$ cat config.mk
export PLATFORM = sky130hd
export DESIGN_NAME = pipelined_loop_engine
export DESIGN_NICKNAME = d
export VERILOG_FILES = /design/src/rtl/plp_pkg.sv /design/src/rtl/plp_loop_ctrl.sv /design/src/rtl/plp_fetch_stage.sv /design/src/rtl/plp_add_stage.sv /design/src/rtl/pipelined_loop_engine.sv
export SDC_FILE = /design/constraint.sdc
export NUM_CORES = 1
export LEC_CHECK = 0
export CORE_MARGIN = 2
export CORE_UTILIZATION = 40
export DETAILED_ROUTE_END_ITERATION = 6
export PLACE_DENSITY = 0.73
export SLEW_MARGIN = 15
export SYNTH_ARGS = -nofsm -noshare
export SYNTH_HDL_FRONTEND = slang
export SYNTH_SLANG_ARGS = --single-unit
$ cat constraint.sdc
create_clock -name clk -period 1.45 [get_ports clk]
set_input_delay 0.2175 -clock clk [delete_from_list [all_inputs] [get_ports clk]]
set_output_delay 0.2175 -clock clk [all_outputs]
set_load 0.05 [all_outputs]
$ cat src/rtl/plp_pkg.sv
package plp_pkg;

    localparam int DATA_W     = 32;
    localparam int LOOP_BEGIN = 0;
    localparam int LOOP_END   = 10;
    localparam int LOOP_STEP  = 1;
    localparam int ADD_K      = 1;
    localparam int IDX_W      = $clog2(LOOP_END + 1);

    typedef logic [DATA_W-1:0] word_t;
    typedef logic [IDX_W-1:0]  idx_t;

    // token leaving stage 0: the iteration tag only
    typedef struct packed {
        logic live;
        idx_t idx;
    } tag_t;

    // token leaving stage 1: tag plus computed word
    typedef struct packed {
        logic  live;
        idx_t  idx;
        word_t sum;
    } beat_t;

    typedef enum logic {LC_IDLE, LC_RUN} lc_state_e;

    function automatic logic keep_going(idx_t i);
        return i < idx_t'(LOOP_END);
    endfunction

    function automatic idx_t step_idx(idx_t i);
        return i + idx_t'(LOOP_STEP);
    endfunction

    function automatic word_t add_const(word_t w);
        return w + word_t'(ADD_K);
    endfunction

endpackage

$ cat src/rtl/plp_loop_ctrl.sv
module plp_loop_ctrl
    import plp_pkg::*;
(
    input  logic clk,
    input  logic rst,
    input  logic start,
    input  logic drain_empty,
    output logic issue,
    output idx_t cur_idx,
    output logic fin
);
    lc_state_e state_q;
    idx_t      idx_q;
    logic      cont;

    assign cont    = keep_going(idx_q);
    assign issue   = (state_q == LC_RUN) && cont;
    assign fin     = (state_q == LC_RUN) && !cont && drain_empty;
    assign cur_idx = idx_q;

    always_ff @(posedge clk) begin
        if (rst) begin
            state_q <= LC_IDLE;
            idx_q   <= idx_t'(LOOP_BEGIN);
        end else begin
            case (state_q)
                LC_IDLE: begin
                    if (start) begin
                        state_q <= LC_RUN;
                        idx_q   <= idx_t'(LOOP_BEGIN);
                    end
                end
                LC_RUN: begin
                    if (issue) idx_q <= step_idx(idx_q);
                    if (fin)   state_q <= LC_IDLE;
                end
                default: state_q <= LC_IDLE;
            endcase
        end
    end
endmodule

$ cat src/rtl/plp_fetch_stage.sv
module plp_fetch_stage
    import plp_pkg::*;
(
    input  logic clk,
    input  logic rst,
    input  logic issue,
    input  idx_t idx,
    output tag_t s1
);
    always_ff @(posedge clk) begin
        if (rst) begin
            s1 <= '0;
        end else begin
            s1.live <= issue;
            if (issue) s1.idx <= idx;
        end
    end
endmodule

$ cat src/rtl/plp_add_stage.sv
module plp_add_stage
    import plp_pkg::*;
(
    input  logic  clk,
    input  logic  rst,
    input  tag_t  s1,
    input  word_t rdata,
    output beat_t s2
);
    always_ff @(posedge clk) begin
        if (rst) begin
            s2 <= '0;
        end else begin
            s2.live <= s1.live;
            if (s1.live) begin
                s2.idx <= s1.idx;
                s2.sum <= add_const(rdata);
            end
        end
    end
endmodule

$ cat src/rtl/pipelined_loop_engine.sv
module pipelined_loop_engine
    import plp_pkg::*;
(
    input  logic              clk,
    input  logic              rst,
    input  logic              start,
    output logic              done,
    output logic              rd_en,
    output logic [IDX_W-1:0]  rd_addr,
    input  logic [DATA_W-1:0] rd_data,
    output logic              wr_en,
    output logic [IDX_W-1:0]  wr_addr,
    output logic [DATA_W-1:0] wr_data
);
    logic  issue;
    idx_t  cur_idx;
    logic  fin;
    tag_t  s1;
    beat_t s2;
    logic  drain_empty;

    assign drain_empty = !s1.live && !s2.live;

    plp_loop_ctrl u_ctrl (
        .clk         (clk),
        .rst         (rst),
        .start       (start),
        .drain_empty (drain_empty),
        .issue       (issue),
        .cur_idx     (cur_idx),
        .fin         (fin)
    );

    plp_fetch_stage u_st0 (
        .clk   (clk),
        .rst   (rst),
        .issue (issue),
        .idx   (cur_idx),
        .s1    (s1)
    );

    plp_add_stage u_st1 (
        .clk   (clk),
        .rst   (rst),
        .s1    (s1),
        .rdata (rd_data),
        .s2    (s2)
    );

    assign rd_en   = issue;
    assign rd_addr = cur_idx;
    assign wr_en   = s2.live;
    assign wr_addr = s2.idx;
    assign wr_data = s2.sum;
    assign done    = fin;

endmodule

==> results of run 1 <==
## final cells by class
type	count	area, µm²
clock buffers	5	68.8
clock inverters	3	47.5
fillers	411	1510
inverters	5	18.8
multi-input cells	212	1530
flip-flops and latches	47	957
well taps	75	93.8
repair buffers	159	1700
## how the worst max path moves through the flow
| stage | endpoint | slack, ps | cells past startpoint |
|---|---|---|---|
| after floorplan | u_ctrl.state_q$_SDFF_PP0_ | -60 | 4 |
| after global placement | u_st1.s2[31]$_SDFFE_PP0P_ | -620 | 5 |
| after detailed placement | u_st1.s2[31]$_SDFFE_PP0P_ | -670 | 5 |
| after CTS | done | -30 | 4 |
| after global routing | u_st1.s2[31]$_SDFFE_PP0P_ | -110 | 5 |
| final | done | -40 | 4 |
## state kept, by name, indices dropped and copies added (netlist names)
register and flops:
u_ctrl.cur_idx 4, u_ctrl.state_q 1, u_st0.s1 5, u_st1.s2 37
## through the flow
step	power [mW]	area [µm²]	worst slack, ps	setup TNS (ps)
global placement	2.36	3990	-623	-13720
floorplan	1.87	2490	-63.8	-216
CTS	3.39	4360	-32.9	-32.9
detailed placement	2.38	3990	-671	-15100
finish	3.40	4420	-42.1	-70.7
global route	3.51	4420	-110	-236
## power breakdown
| part | internal [mW] | leakage (nW) | total (mW) | switching (mW) |
|---|---|---|---|---|
| registers | 1.36 | 0.388 | 1.43 | 0.0753 |
| clock network | 0.523 | 0.0587 | 1.00 | 0.478 |
| logic | 0.457 | 1.30 | 0.963 | 0.506 |
| total | 2.34 | 1.75 | 3.40 | 1.06 |
## what timing repair did
| action | CTS | global route |
|---|---|---|
| hold buffers | 0 | 0 |
| cloned | 3 | 0 |
| endpoints found under the setup margin | 28 | 19 |
| setup buffers | 14 | 3 |
| pin swaps | 23 | 13 |
| resized for setup | 64 | 26 |
## layer usage
layer / track usage, % / part of all wire, %
met4: 13.0 / 3.0
met5: 0 / 0
met3: 4.13 / 5.5
met1: 27.3 / 38
met2: 46.9 / 54
## critical path: stages, from the launching register on
cell and delay (ps):
dfxtp_2 380, o211ai_1 100, buf_4 160, nor3_4 170, buf_12 170
## Yosys cell counts
master    count
nor2b_1       3
buf_4         1
nand4_4       1
nor2_1       40
a211o_1       1
xor2_1       11
or3_1         5
nand2b_1      1
a22o_1        2
buf_6         5
nand3_4       1
buf_2         4
or4_1         7
inv_1         5
buf_1         5
nand2_1      19
clkbuf_1      9
nand4_1       9
a311oi_1     11
nand4_2       1
nand2_2       1
and2_1        1
xnor2_1       3
nand3_1      14
and4_1        9
dfxtp_1      47
a211oi_1     16
and3_1        3
o21ai_1       3
o21ai_0       7
or2_0         1
a31oi_1       1
nor4_1       10
o211ai_1      2
a21oi_1       3
ha_1          2
nor3_1        3
nor3b_1       2
mux2i_1       6
o31ai_1       5
o311a_1       4
o21a_1        1
or2_2         1
## cell families (layout without fill, tap and decap cells)
kind of cell    Yosys count  count (layout)
flops                    47              47
compound gates           56              56
fa+ha+maj                 2               2
mux                       6               6
buf+inv                  29             172
simple gates            132             134
xor+xnor                 14              14
==> reports/metrics.yaml, run 1 <==
global_routing:
  gr-total-overflow: 0
  grt_max_degree: 21
  grt_pass1_wl_um: 13000
  grt_pass1_vias: 2885
  grt.total_usage_pct: 25.2
  grt_antenna_before_repair: 0
sta:
  hold-worst-slack_ps: 229
  worst_slew_pin_slew_ps: 522
  max_freq_mhz: 670
  fin_crit_ps: 1490
  slew_viol_final: 0
  slew_headroom_pct: 64.9
  layout_setup_ws_ps: -42.1
  skew_ps: 5.53
  rsz0062_at_grt: "yes"
  setup_violations: 2
  period_share_pct: 103
  finalHoldViolCount: 0
final_layout:
  layout_common_cells: "buf_4, dfxtp_1, nor2_1"
  diodes: 0
  drive_above_1_share_pct: 41.5
  layout_commonest_cell: "buf_4"
  final_cells: 506
  post-route-util_pct: 74.6
  final_nets: 467
  area_growth_pct: 80.9
pwr:
  irDropWorstVdd_mv: 0.512
  p_leak_nw: 1.75
  p_per_area_nw_per_um2: 769
yosys:
  syn_avg_cell_area_um2: 8.54
  synth.area.mux_share_pct: 2.46
  ys_types: 43
  synth_top_family_by_area: "simple AND/OR/NAND/NOR gates"
  syn_area_um2: 2440
  synth.top_cell.area_share_pct: 38.5
  synth_cells: 286
  syn_nets: 323
  synth_fa_ha_area_share_pct: 1.03
  yosys_warnings: 0
  ys_seq_elements: 47
  synth_compound_area_share_pct: 17.0
  synth-simple-area-share_pct: 29.6
  yosys.area.top_type: "dfxtp_1"
  synth_area_leaders: "dfxtp_1, nor2_1, a211oi_1"
  synth-xor-area-share_pct: 5.02
  synth-seq-area-share_pct: 38.5
hold_path:
  holdPathStages: 2
  min_path_type: "in2reg"
  worstHoldStart: "rst"
  hold_end: "u_ctrl.state_q$_SDFF_PP0_"
floorplan:
  die-area_um2: 6740
  fp-row-count: 28
  die_y_um: 82.1
  core_um2: 5920
  pin_count: 78
  die_x_um: 82.1
  initial_core_util_pct: 41.2
critical_path:
  end_kind: "output pin"
  startpoint_type: "register"
  critPathKind: "reg2out"
  crit_start: "u_ctrl.state_q$_SDFF_PP0_"
  cp_max_fo: 5
  r2r-end: "u_ctrl.cur_idx[2]$_SDFFE_PP0P_"
  r2r_setup_slack_ps: 100
  rr_startpoint: "u_ctrl.state_q$_SDFF_PP0_"
  crit_arrival_ps: 1270
  cp.required_ps: 1230
  rr_worst_depth: 6
detailed_routing:
  vias: 2876
  firstDrtPassIters: 5
  first_iter_violations: 141
  via_per_inst: 5.68
  routed_wl_um: 8320
  ant_nets: 0
  drc_errors: 0
  wire_per_inst_um: 16.4
place:
  gp_congestion: 0.871
  port_buffers: 77
  dpl.hpwl_um: 5560
  dp.cells: 478
outcome:
  violations: "setup timing"
  outcome: "complete, but fails checks"
clock_tree:
  clkSinkCount: 47
  cts_tree: "built"
  cts_buffers: 5
  insertion_delay_ps: 300
  path_clk_slew_ps: 90
  cts_max_level: 2
  cts_max_path_buffers: 2
  root_buffer: "clkbuf_8"
job:
  drv_cap: 0
Power figures use the tool's default switching activity.
==> run 2, diff against run 1 <==
ABC_AREA = 1   (was default)
CAP_MARGIN = 10   (was default)
CORE_ASPECT_RATIO = 1.2   (was default)
PLACE_DENSITY = 0.72   (was 0.73)
==> run 2 against run 1 <==
  * The flow still finishes with violations (setup timing)
  * Global-route usage is 3.0 points lower
  * Hold slack better by 72 ps
  * Clock skew is 2.7 ps lower
  * Sequential share of layout area is 1.0 points lower
  * Cell area is 4.8% higher
  * Area after synthesis is 13% higher
  * First-iteration DRC count is 28% lower
  * Utilization is 5.8 points lower
  * Largest cell class is now multi-input combinational cells
  * Highest routed layer unchanged
==> reports/metrics.yaml, run 2 <==
outcome:
  outcome: "complete, but fails checks"  # unchanged
  violations: "setup timing"  # unchanged
critical_path:
  critPathBufInv: 2  # unchanged
  cp_slowest_cell: "dfxtp_2"  # unchanged
  cp_top_family: "flip-flops"  # unchanged
  startpoint_type: "register"  # unchanged
  end_kind: "output pin"  # unchanged
  crit_arrival_ps: 1230  # was 1270 ps
  cp_max_fo: 2  # was 5
  crit_path_max_incr_delay_ps: 370  # was 380 ps
  path_cells: "inv_4, nor4_4, buf_12"  # was o211ai_1, buf_4, nor3_4, buf_12
  critPathKind: "reg2out"  # unchanged
  cp.required_ps: 1230  # about the same
detailed_routing:
  vias: 3042  # was 2876
  drc_errors: 0  # unchanged
  wire_per_inst_um: 12.5  # was 16.4 µm
  first_iter_violations: 101  # was 141
  via_per_inst: 4.72  # was 5.68
  routed_wl_um: 8060  # was 8320 µm
  ant_nets: 0  # unchanged
  firstDrtPassIters: 5  # unchanged
global_routing:
  grt_antenna_before_repair: 0  # unchanged
  met2_usage_pct: 42.4  # was 46.9%
  grt.total_usage_pct: 22.2  # was 25.2%
  grtUsageMet1_pct: 24.9  # was 27.3%
  gr-total-overflow: 0  # unchanged
  grt_pass1_vias: 3090  # was 2885
  grt_pass1_wl_um: 13600  # was 13000 µm
  globalRoute.busiestLayer: "met2"  # unchanged
  met3_usage_pct: 3.54  # was 4.13%
  grt_max_degree: 33  # was 21
pwr:
  fin_total_pwr_mw: 3.54  # was 3.40 mW
  seq_power_share_pct: 40.9  # was 42.1%
  irDropWorstVdd_mv: 0.512  # about the same
  pwr-share-clk_pct: 28.5  # was 29.5%
  internal-power_mw: 2.40  # was 2.34 mW
  combPwrFrac_pct: 30.6  # was 28.4%
  p_leak_nw: 2.31  # was 1.75 nW
  p_switching_mw: 1.14  # was 1.06 mW
  p_per_area_nw_per_um2: 765  # was 769 nW/µm²
  p_sw_share_pct: 32.2  # was 31.2%
yosys:
  synth.top_cell.area_share_pct: 34.2  # was 38.5%
  synth-seq-area-share_pct: 34.2  # was 38.5%
  synth-edff-count: 0  # unchanged
  synth_cells: 432  # was 286
  syn_nets: 469  # was 323
  synth_area_leaders: "dfxtp_1, nand2_1, nor2_1"  # was dfxtp_1, nor2_1, a211oi_1
  syn_avg_cell_area_um2: 6.37  # was 8.54 µm²
  async_reset_ff_share_pct: 0  # unchanged
  yosys_warnings: 0  # unchanged
  synth.most_common_cell: "nand2_1"  # was dfxtp_1
  ys.flop_type: "dfxtp_1"  # unchanged
  yosys.area.top_type: "dfxtp_1"  # unchanged
  ys_seq_elements: 47  # unchanged
  syn_area_um2: 2750  # was 2440 µm²
  synthTopCellsByCount: "nand2_1, nor2_1, inv_1"  # was dfxtp_1, nor2_1, nand2_1
  ys_types: 28  # was 43
sta:
  worst_slew_pin_slew_ps: 463  # was 522 ps
  max_freq_mhz: 689  # was 670 MHz
  fin_crit_ps: 1450  # was 1490 ps
  period_share_pct: 100  # was 103%
  layout_setup_ws_ps: -1.05  # was -42.1 ps
  slew_viol_final: 0  # unchanged
  setup_violations: 1  # was 2
  skew_ps: 2.86  # was 5.53 ps
  finalHoldViolCount: 0  # unchanged
  rsz0062_at_grt: "yes"  # unchanged
  slew_headroom_pct: 69.1  # was 64.9%
final_layout:
  stdcell_area_um2: 4630  # was 4420 µm²
  top_register: "u_st1.s2"  # unchanged
  layout_commonest_cell: "nand2_1"  # was buf_4
  area_growth_pct: 68.2  # was 80.9%
  diodes: 0  # unchanged
  layout_common_cells: "nand2_1, nor2_1, inv_1"  # was buf_4, dfxtp_1, nor2_1
  final_nets: 594  # was 467
  largest_register_ffs: 37  # unchanged
  post-route-util_pct: 68.8  # was 74.6%
  fillers: 546  # was 411
  final_cells: 645  # was 506
  drive_above_1_share_pct: 27.6  # was 41.5%
clock_tree:
  cts_hold_buf: 0  # unchanged
  cts_max_level: 2  # unchanged
  cts_max_path_buffers: 2  # unchanged
  insertion_delay_ps: 300  # about the same
  cts_tree: "built"  # unchanged
  cts_buffers: 5  # unchanged
  path_clk_slew_ps: 90  # about the same
  clkSinkCount: 47  # unchanged
  root_buffer: "clkbuf_8"  # unchanged
floorplan:
  pin_count: 78  # unchanged
  die_x_um: 79.7  # was 82.1 µm
  initial_core_util_pct: 40.9  # was 41.2%
  core_um2: 6730  # was 5920 µm²
  die_y_um: 94.9  # was 82.1 µm
  die-area_um2: 7560  # was 6740 µm²
  fp-row-count: 33  # was 28
place:
  dpl.hpwl_um: 6220  # was 5560 µm
  postPlaceCellArea_um2: 4310  # was 3990 µm²
  dp.cells: 625  # was 478
  port_buffers: 77  # unchanged
  gp_congestion: 0.869  # was 0.871
job:
  drv_cap: 0  # unchanged
hold_path:
  min_path_type: "in2reg"  # unchanged
run 2: cell types whose count changed after synthesis, sizes merged, moves of 9 or more:
cell    before  now
a311oi      11    0
buf         15    4
nand2       20  107
nand4       11    0
nand3       15   34
a21oi        3   15
nor2        40  109
o21ai       10   26
nor4        10    1
and4         9    0
a211oi      16    0
inv          5   59
run 2: worst register-to-register path: cells and delay by family, from the launching register on:
family | cells | cell delay, ps
buf+inv | 2 | 290
compound gates | 2 | 520
flops | 1 | 370
simple gates | 1 | 80
run 2: path summary, 6_finish.rpt:
check                            startpoint                              to  slack, ps  cells past startpoint
max               u_ctrl.state_q$_SDFF_PP0_                            done         -1                      3
min                             rd_data[21]       u_st1.s2[21]$_SDFFE_PP0P_        300                      5
max reg2reg  u_ctrl.cur_idx[1]$_SDFFE_PP0P_  u_ctrl.cur_idx[3]$_SDFFE_PP0P_         80                      5
min reg2reg        u_st0.s1[2]$_SDFFE_PP0P_        u_st0.s1[2]$_SDFFE_PP0P_        460                      2
run 2: layout make-up:
class	count	area [µm²]	area share, %
multi-input cells	314	1620	34.9
repair buffers	129	1600	34.6
flip-flops and latches	47	957	20.7
inverters	60	230	4.97
well taps	87	109	2.35
clock buffers	5	68.8	1.49
clock inverters	3	47.5	1.03
run 2: per-layer routing:
metal	vias to the layer above	wire length (µm)
met2	78	4200
met4	0	240
met3	21	308
met5	-	0
met1	1368	3310
li1	1575	-
run 2: cells by family after synthesis:
family,after synthesis,share of synthesized area [%]
adder cells (fa/ha/maj),2,0.909
AND/OR/NAND/NOR,257,42.2
AO/OA/AOI/OAI,42,7.86
flip-flops,47,34.2
buffers and inverters,71,10.7
XOR/XNOR,13,4.14
run 2: through the flow:
step           TNS (ps)  hold slack, ps  worst slack (ps)
2_1_floorplan     -15.4             311             -11.5
3_3_place_gp      -7920             443              -366
3_5_place_dp      -9290             447              -445
4_1_cts               0             376             0.182
5_1_grt            -106             372             -82.3
6_report          -1.05             301             -1.05
run 2: repair_timing:
action / 4_1_cts / 5_1_grt
pin swaps: 12 / 12
setup endpoints to repair: 15 / 21
setup buffers: 5 / 7
gates resized for setup: 12 / 33
run 2: power by group through the flow:
| stage | sequential (mW) | clock (mW) | combinational (mW) |
|---|---|---|---|
| final | 1.45 | 1.01 | 1.08 |
| after global routing | 1.46 | 1.08 | 1.16 |
| after CTS | 1.45 | 1.04 | 1.07 |
| after detailed placement | 1.49 | 0 | 1.04 |
| after global placement | 1.48 | 0 | 1.03 |
| after floorplan | 1.68 | 0 | 0.284 |
